[config.mk]
export PLATFORM = sky130hd
export DESIGN_NAME = mark_fifo
export DESIGN_NICKNAME = d
export VERILOG_FILES = /design/src/rtl/mark_fifo_pkg.sv /design/src/rtl/mark_fifo_dpath.sv /design/src/rtl/mark_fifo_ctrl.sv /design/src/rtl/mark_fifo.sv
export SDC_FILE = /design/constraint.sdc
export NUM_CORES = 1
export LEC_CHECK = 0
export BUFFER_PORTS_ARGS = -buffer_cell sky130_fd_sc_hd__buf_2
export CAP_MARGIN = 20
export CORE_MARGIN = 5
export CORE_UTILIZATION = 55
export CTS_CLUSTER_SIZE = 25
export DETAILED_ROUTE_END_ITERATION = 12
export GPL_TIMING_DRIVEN = 0
export PLACE_DENSITY_LB_ADDON = 0.25
export SYNTH_ARGS = -nofsm -noshare
export SYNTH_HDL_FRONTEND = slang
export SYNTH_HIERARCHICAL = 1
export SYNTH_SLANG_ARGS = --single-unit
[constraint.sdc]
create_clock -name clk -period 4.4 [get_ports clk]
set_input_delay 1.1 -clock clk [delete_from_list [all_inputs] [get_ports clk]]
set_output_delay 1.1 -clock clk [all_outputs]
set_load 0.1 [all_outputs]
[src/rtl/mark_fifo_pkg.sv]
package mark_fifo_pkg;
  // Strobes sent from the control to the storage/output datapath.
  typedef struct packed {
    logic wrStb;    // store wrData at wrAddr
    logic rdStb;    // load rdData from rdAddr
    logic clrData;  // clear rdData (either reset)
  } memStrobe_t;
endpackage

[src/rtl/mark_fifo_dpath.sv]
module mark_fifo_dpath
  import mark_fifo_pkg::*;
#(
  parameter int DATA_W = 8,
  parameter int DEPTH  = 8,
  parameter int ADDR_W = 3
) (
  input  logic              clk,
  input  memStrobe_t        strobe,
  input  logic [ADDR_W-1:0] wrAddr,
  input  logic [ADDR_W-1:0] rdAddr,
  input  logic [DATA_W-1:0] wrData,
  output logic [DATA_W-1:0] rdData
);
  logic [DATA_W-1:0] mem [DEPTH];

  always_ff @(posedge clk) begin
    if (strobe.wrStb) mem[wrAddr] <= wrData;
  end

  always_ff @(posedge clk) begin
    if (strobe.clrData)    rdData <= '0;
    else if (strobe.rdStb) rdData <= mem[rdAddr];
  end
endmodule

[src/rtl/mark_fifo_ctrl.sv]
module mark_fifo_ctrl
  import mark_fifo_pkg::*;
#(
  parameter int DEPTH  = 8,
  parameter int ADDR_W = 3
) (
  input  logic              clk,
  input  logic              rstFullN,
  input  logic              rstPartN,
  input  logic              modeSel,
  input  logic              wrEnN,
  input  logic              rdEnN,
  input  logic              markIn,
  input  logic              rtN,
  output logic              outFlag,
  output logic              inFlag,
  output logic              halfFull,
  output memStrobe_t        strobe,
  output logic [ADDR_W-1:0] wrAddr,
  output logic [ADDR_W-1:0] rdAddr
);
  localparam int PTR_W = ADDR_W + 1;
  localparam logic [PTR_W-1:0] FULL_CNT = PTR_W'(DEPTH);
  localparam logic [PTR_W-1:0] HALF_CNT = PTR_W'(DEPTH / 2);

  logic             fwftMode;
  logic             outValid;
  logic [PTR_W-1:0] wrPtr, rdPtr, markPtr;
  logic [PTR_W-1:0] headPtr, used;
  logic             anyRst, isFull, isEmpty, memHas;
  logic             wrOk, rtGo, rdReq, fetch, drop;

  always_comb begin
    anyRst  = !rstFullN || !rstPartN;
    headPtr = rdPtr - PTR_W'(fwftMode & outValid);
    used    = wrPtr - headPtr;
    isFull  = (used == FULL_CNT);
    isEmpty = (used == '0);
    memHas  = (wrPtr != rdPtr);
    rtGo    = !rtN;
    rdReq   = !rdEnN;
    wrOk    = !wrEnN && !isFull;
    if (fwftMode) begin
      fetch = !rtGo && memHas && (!outValid || rdReq);
      drop  = rtGo || (rdReq && outValid && !memHas);
    end else begin
      fetch = !rtGo && rdReq && !isEmpty;
      drop  = 1'b0;
    end
  end

  always_ff @(posedge clk) begin
    if (anyRst) begin
      wrPtr    <= '0;
      rdPtr    <= '0;
      markPtr  <= '0;
      outValid <= 1'b0;
      if (!rstFullN) fwftMode <= modeSel;
    end else begin
      if (wrOk) wrPtr <= wrPtr + 1'b1;
      if (rtGo)       rdPtr <= markPtr;
      else if (fetch) rdPtr <= rdPtr + 1'b1;
      if (markIn && !rtGo) markPtr <= headPtr;
      if (fetch && fwftMode) outValid <= 1'b1;
      else if (drop)         outValid <= 1'b0;
    end
  end

  always_comb begin
    strobe.wrStb   = wrOk && !anyRst;
    strobe.rdStb   = fetch && !anyRst;
    strobe.clrData = anyRst;
    wrAddr         = wrPtr[ADDR_W-1:0];
    rdAddr         = rdPtr[ADDR_W-1:0];
    outFlag        = fwftMode ? outValid : isEmpty;
    inFlag         = fwftMode ? !isFull : isFull;
    halfFull       = (used > HALF_CNT);
  end

  AST_NO_OVERFLOW: assert property (@(posedge clk) disable iff (anyRst)
    used <= FULL_CNT);
  AST_FULL_BLOCKS: assert property (@(posedge clk) disable iff (anyRst)
    (isFull && !wrEnN) |=> $stable(wrPtr));
  AST_RT_RESTORE: assert property (@(posedge clk) disable iff (anyRst)
    !rtN |=> (rdPtr == $past(markPtr)));
  AST_MARK_SAVE: assert property (@(posedge clk) disable iff (anyRst)
    (markIn && rtN) |=> (markPtr == $past(headPtr)));
  AST_MODE_KEPT: assert property (@(posedge clk) disable iff (!rstFullN)
    !rstPartN |=> $stable(fwftMode));
  AST_FALL_THROUGH: assert property (@(posedge clk) disable iff (anyRst)
    (fwftMode && !outValid && memHas && rtN) |=> outValid);
endmodule

[src/rtl/mark_fifo.sv]
module mark_fifo
  import mark_fifo_pkg::*;
#(
  parameter int DATA_W = 8,
  parameter int DEPTH  = 8
) (
  input  logic              clk,
  input  logic              rstFullN,
  input  logic              rstPartN,
  input  logic              modeSel,
  input  logic              wrEnN,
  input  logic [DATA_W-1:0] wrData,
  input  logic              rdEnN,
  input  logic              markIn,
  input  logic              rtN,
  output logic [DATA_W-1:0] rdData,
  output logic              outFlag,
  output logic              inFlag,
  output logic              halfFull
);
  localparam int ADDR_W = (DEPTH > 1) ? $clog2(DEPTH) : 1;

  memStrobe_t        strobe;
  logic [ADDR_W-1:0] wrAddr, rdAddr;

  mark_fifo_ctrl #(.DEPTH(DEPTH), .ADDR_W(ADDR_W)) u_ctrl (
    .clk(clk), .rstFullN(rstFullN), .rstPartN(rstPartN), .modeSel(modeSel),
    .wrEnN(wrEnN), .rdEnN(rdEnN), .markIn(markIn), .rtN(rtN),
    .outFlag(outFlag), .inFlag(inFlag), .halfFull(halfFull),
    .strobe(strobe), .wrAddr(wrAddr), .rdAddr(rdAddr)
  );

  mark_fifo_dpath #(.DATA_W(DATA_W), .DEPTH(DEPTH), .ADDR_W(ADDR_W)) u_dpath (
    .clk(clk), .strobe(strobe), .wrAddr(wrAddr), .rdAddr(rdAddr),
    .wrData(wrData), .rdData(rdData)
  );
endmodule

==> results of run 1 <==
==> state kept, by name (all words and copies together) (netlist names) <==
signal and count:
u_dpath/mem 64, u_dpath/rdData 8, u_ctrl/outValid 1, u_ctrl/fwftMode 1
u_ctrl/rdPtr 4, u_ctrl/markPtr 4, u_ctrl/wrPtr 4
==> logic make-up after synthesis <==
group | Yosys count
DFF | 86
and+or+nand+nor | 74
AOI/OAI and AO/OA | 49
muxes | 33
buffers and inverters | 31
xor gates and xnor gates | 14
adders and majority gates | 7
==> power by group <==
group / switching, mW / internal [mW]
Combinational: 0.0926 / 0.0502
Clock: 0.265 / 0.203
Sequential: 0.00394 / 0.878
Total: 0.362 / 1.13
==> cell usage in the layout (no fill, tap or decap), types with 7 or more instances in the layout <==
master / count
a221o_1: 7
buf_4: 11
o22ai_1: 8
mux2i_1: 17
mux2_2: 16
clkbuf_8: 9
dfxtp_1: 20
buf_2: 27
inv_1: 8
xnor2_1: 7
a211oi_1: 10
edfxtp_1: 65
nand2_1: 14
nor2_1: 28
==> per-layer routing <==
metal,vias up,share of wire,track usage
met5,-,0,0
met4,0,0.015,0.0649
met3,9,0.030,0.0319
met2,30,0.45,0.237
met1,1145,0.50,0.257
li1,1170,-,-
==> worst min-delay path: stages, from the launching register on <==
cell	delay, ps
dfxtp_1	310
nor2_1	80
a211oi_1	50
==> layout make-up <==
cell class | instances | area [um2]
clock buffers | 10 | 128
inverters | 8 | 30.0
flip-flops and latches | 86 | 2370
fillers | 564 | 2450
well taps | 96 | 120
repair buffers | 31 | 181
plain buffers | 23 | 171
clock inverters | 6 | 36.3
multi-input cells | 177 | 1410
==> timing repair <==
action | 4_1_cts | 5_1_grt
setup endpoints to repair | 3 | 2
hold endpoints to repair | 0 | 0
pin swaps | 1 | 2
buffers inserted | 2 | 1
resized for setup | 3 | 7
gates cloned | 0 | 0
==> per-stage QoR <==
step	total power, mW	setup WS (ps)	hold slack, ps
after floorplan	0.999	-85.6	470
after global placement	1.03	-23.1	472
after detailed placement	1.03	-26.5	475
after CTS	1.50	27.3	486
after global routing	1.56	-19.0	519
final	1.49	108	483
==> final timing paths <==
path,from,to,slack [ps]
setup / recovery,u_ctrl/fwftMode$_DFFE_PP_,inFlag,110
hold / removal,u_dpath/rdData[5]$_SDFFE_PP0P_,u_dpath/rdData[5]$_SDFFE_PP0P_,480
setup reg to reg,u_ctrl/fwftMode$_DFFE_PP_,u_dpath/mem[0][2]$_DFFE_PP_,540
hold reg to reg,u_dpath/rdData[5]$_SDFFE_PP0P_,u_dpath/rdData[5]$_SDFFE_PP0P_,480
==> impl_metrics.tcl, run 1 <==
set metrics [dict create \
    outcome "completed" \
    synth_most_common_cell "edfxtp_1" \
    synth.distinct_cells 52 \
    criticalPathCategory "flip-flop to output port" \
    min_period_ps 4290 \
    synth_area_leaders "edfxtp_1, dfxtp_1, mux2_2, mux2i_1, nor2_1" \
    final_nets 358 \
    synth_top_family_by_area "compound AO/OA/AOI/OAI gates" \
    r2r_cells 14 \
    yosys.area_share.adder 0.0215 \
    hold_buffers 0 \
    synth_enable_flop_cells 65 \
    syn_nets 316 \
    fmax_mhz 233 \
    synth_xor_area_frac 0.0367 \
    hold_viol 0 \
    power_density_mw_per_mm2 335 \
    clk_path_buf_depth 2 \
    die_area_mm2 0.00898 \
    critPathArrivalTime_ps 3190 \
    drv_slew 0 \
    fin_skew_ps 15.1 \
    critical_path.top_delay_family "adder cells" \
    design_area_mm2 0.00445 \
    maxCapViolations 0 \
    io_buffer_count 26 \
    synthTopCellsByCount "edfxtp_1, nor2_1, dfxtp_1" \
    yosys.area_share.simple 0.0972 \
    finalNonFillerCells 437 \
    drt_iter0_drc 130 \
    synth_cells 294 \
    end_kind "output port" \
    syn-cell-area_mm2 0.00395 \
    post-route-util 0.645 \
    synth-main-ff-cell "edfxtp_1" \
    grt_max_degree 15 \
    die_w_um 94.7 \
    wirelength_um 7050 \
    synth_compound_area_frac 0.104 \
    cts_made_buffers 9 \
    grt_pass1_vias 2170 \
    clock_sinks 86 \
    antenna_found_initial 0 \
    yosys.area.top_type_share 0.494 \
    peakVddDrop_uv 258 \
    grt-ovfl-total 0 \
    crit_path_max_fanout 5 \
    clock_latency_ps 350 \
    vias_per_cell 5.39 \
    tightest_slew_ps 794 \
    start_kind "flip-flop" \
    synth_area_per_cell_um2 13.4 \
    diodes 0 \
    crit_required_ps 3300 \
    coreArea_mm2 0.00691 \
    maxSlewHeadroom 0.469 \
    cp.depth 12 \
    crit_chain "and2_1 -> ha_1 -> ha_1 -> xnor2_2 -> ha_2 -> and3b_1 -> a311oi_4 -> buf_4 -> xnor2_4 -> nand2_2 -> xnor2_2 -> buf_8" \
    clk_pin_slew_ps 80 \
    drc 0 \
    cts_tree "yes" \
    cp.buffers_inverters 2 \
    cts_root_buf "clkbuf_8" \
    rows 30 \
    drtAntennaViolNets 0 \
    die_h_um 94.7 \
    setup_tns_ps 0 \
    synth_mux_area_frac 0.0887 \
    io-pin-count 27 \
    cpPeakStageDelay_ps 400 \
    dpl_cell_area_mm2 0.00422 \
    yosysTopAreaCell "edfxtp_1" \
    hold_class "flip-flop to flip-flop" \
    areaGrowthSynthToFinish_pct 12.7 \
    first_pass_iters 4 \
    grt_pass1_wl_um 11200 \
    setup_viol 0 \
    synth-async-reset-ratio 0 \
    yosys_warnings 6 \
    place_inst 418 \
    ys_seq_elements 86 \
    slowest_stage "edfxtp_1" \
    min_path_cells 2 \
    vias 2354 \
    detail_route.wl_per_cell_um 16.1 \
    htreeDepth 3 \
    drive_gt1_frac 0.270 \
    p_leak_nw 1.50 \
    gp_congestion 0.875 \
    seq_area_frac_synth 0.601 \
    hpwl_um 4960 \
    start_util 0.572 \
    grt_use_total 0.168 \
    period_share 0.976 \
]
(Power assumes the default switching activity.)
==> run 2: changes to the inputs <==
==> constraint.sdc (replaced) <==
create_clock -name clk -period 4.4 [get_ports clk]
set_input_delay 1.1 -clock clk [delete_from_list [all_inputs] [get_ports clk]]
set_output_delay 1.1 -clock clk [all_outputs]
set_load 0.01 [all_outputs]
==> run 2 against run 1 <==
Routed wire length increased by 1.3%. Final area decreased by 0.25%. Maximum frequency increased by 2.5%. Core utilization decreased by 0.16 points. Worst hold slack got worse by 1.9 ps. Count of clock-buffer cells in the layout increased by 1. Register-to-register slack got worse by 190 ps. Combinational power decreased by 29%. Final cell count unchanged. Clock power about the same. Largest cell class unchanged.
==> impl_metrics.tcl, run 2 (synthesis results as in run 1) <==
set metrics [dict create \
    outcome "completed" \
    min_path_cells 2 \
    layout_setup_ws_ps 213 \
    worstHoldEndpoint "u_dpath/rdData[0]$_SDFFE_PP0P_" \
    crit_path_max_fanout 6 \
    end_kind "output port" \
    detail_route.wl_per_cell_um 16.3 \
    gp_congestion 0.868 \
    clk_pin_slew_ps 80 \
    drc 0 \
    peakVddDrop_uv 264 \
    post-route-util 0.643 \
    hold_buffers 0 \
    layout_common_cells "edfxtp_1, buf_2, nor2_1, dfxtp_1, mux2i_1" \
    reg.largest.list "u_dpath/mem (64), u_dpath/rdData (8)" \
    largest_reg_flops 64 \
    design_area_mm2 0.00444 \
    multi_input_area_mm2 0.00141 \
    fin_skew_ps 8.10 \
    criticalPathCategory "flip-flop to output port" \
    start_util 0.572 \
    r2r_start "u_ctrl/fwftMode$_DFFE_PP_" \
    tightest_slew_ps 927 \
    dpl_cell_area_mm2 0.00422 \
    drv_slew 0 \
    layout.area.seq_mm2 0.00237 \
    crit_required_ps 3300 \
    min_from "u_dpath/rdData[0]$_SDFFE_PP0P_" \
    htreeDepth 3 \
    setup_tns_ps 0 \
    wirelength_um 7140 \
    maxSlewHeadroom 0.380 \
    vias_per_cell 5.57 \
    r2r_setup_slack_ps 350 \
    final_nets 358 \
    timing.hold.ws_ps 481 \
    rows 30 \
    hold_class "flip-flop to flip-flop" \
    grt_pass1_wl_um 11400 \
    io_buffer_count 26 \
    grt_use_total 0.175 \
    r2r_cells 13 \
    areaGrowthSynthToFinish_pct 12.4 \
    vias 2436 \
    cts_made_buffers 9 \
    power_density_mw_per_mm2 327 \
    setup_viol 0 \
    drtAntennaViolNets 0 \
    p_leak_nw 1.49 \
    r2r-end "u_dpath/mem[4][3]$_DFFE_PP_" \
    grt_pass1_vias 2275 \
    io-pin-count 27 \
    die_h_um 94.7 \
    final_common_cell "edfxtp_1" \
    first_pass_iters 4 \
    die_w_um 94.7 \
    fmax_mhz 239 \
    clk_path_buf_depth 2 \
    min_period_ps 4190 \
    drive_gt1_frac 0.270 \
    die_area_mm2 0.00898 \
    drt_iter0_drc 192 \
    preCtsSetupSlack_ps 147 \
    grt-ovfl-total 0 \
    hpwl_um 5030 \
    nFillCells 537 \
    clock_latency_ps 350 \
    start_kind "flip-flop" \
    coreArea_mm2 0.00691 \
    diodes 0 \
    cts_tree "yes" \
    cts_root_buf "clkbuf_8" \
    clock_sinks 86 \
    maxCapViolations 0 \
    largest-register "u_dpath/mem" \
    hold_viol 0 \
    grt_max_degree 15 \
    period_share 0.952 \
    critPathArrivalTime_ps 3090 \
    antenna_found_initial 0 \
]
-- run 2: metal layers --
metal,share of wire,up-vias,wire length (um),GRT usage
met3,0.051,11,366,0.0382
met5,0,-,0,0
li1,-,1179,-,-
met2,0.49,54,3480,0.280
met4,0.014,0,98,0.0577
met1,0.45,1192,3200,0.238
-- run 2: final cells by class --
type,count,share of cell area
buffer,23,0.0386
clock buffer,11,0.0296
clock inverter,5,0.00789
inverter,8,0.00676
multi-input combinational,177,0.318
sequential,86,0.534
tap,96,0.0270
timing repair buffer,31,0.0378
-- run 2: worst max path at each step --
stage	startpoint	end	slack, ps	depth (start not counted)
finish	u_ctrl/fwftMode$_DFFE_PP_	inFlag	210	11
floorplan	u_ctrl/fwftMode$_DFFE_PP_	inFlag	680	10
global placement	u_ctrl/fwftMode$_DFFE_PP_	u_dpath/mem[4][0]$_DFFE_PP_	-100	12
detailed placement	u_ctrl/fwftMode$_DFFE_PP_	u_dpath/mem[4][1]$_DFFE_PP_	150	13
CTS	u_ctrl/fwftMode$_DFFE_PP_	inFlag	40	11
global route	u_ctrl/fwftMode$_DFFE_PP_	outFlag	-0.6	11
-- run 2: through the flow --
| step | total power [mW] | std cells |
|---|---|---|
| floorplan | 0.966 | 294 |
| global placement | 0.996 | 416 |
| detailed placement | 0.999 | 418 |
| CTS | 1.47 | 434 |
| global route | 1.52 | 437 |
| finish | 1.45 | 437 |
-- run 2: critical path, stage by stage (launching register included) --
cell,delay (ps)
edfxtp_1,470
and2_4,210
ha_1,200
ha_2,190
xnor2_2,240
ha_4,250
and3b_1,180
a311oi_4,420
xnor2_4,210
nand2_1,100
xnor2_1,130
buf_2,140
-- run 2: power breakdown --
group | switching [mW] | total, mW | internal [mW] | leakage (nW)
logic | 0.0575 | 0.102 | 0.0441 | 0.650
registers | 0.00471 | 0.882 | 0.878 | 0.756
clock network | 0.264 | 0.470 | 0.206 | 0.0837
-- run 2: what timing repair did --
action / in CTS / in global routing
pin swaps: 1 / 5
setup buffers: 0 / 3
cloned: 0 / 0
endpoints found under the setup margin: 1 / 6
gates resized for setup: 0 / 6
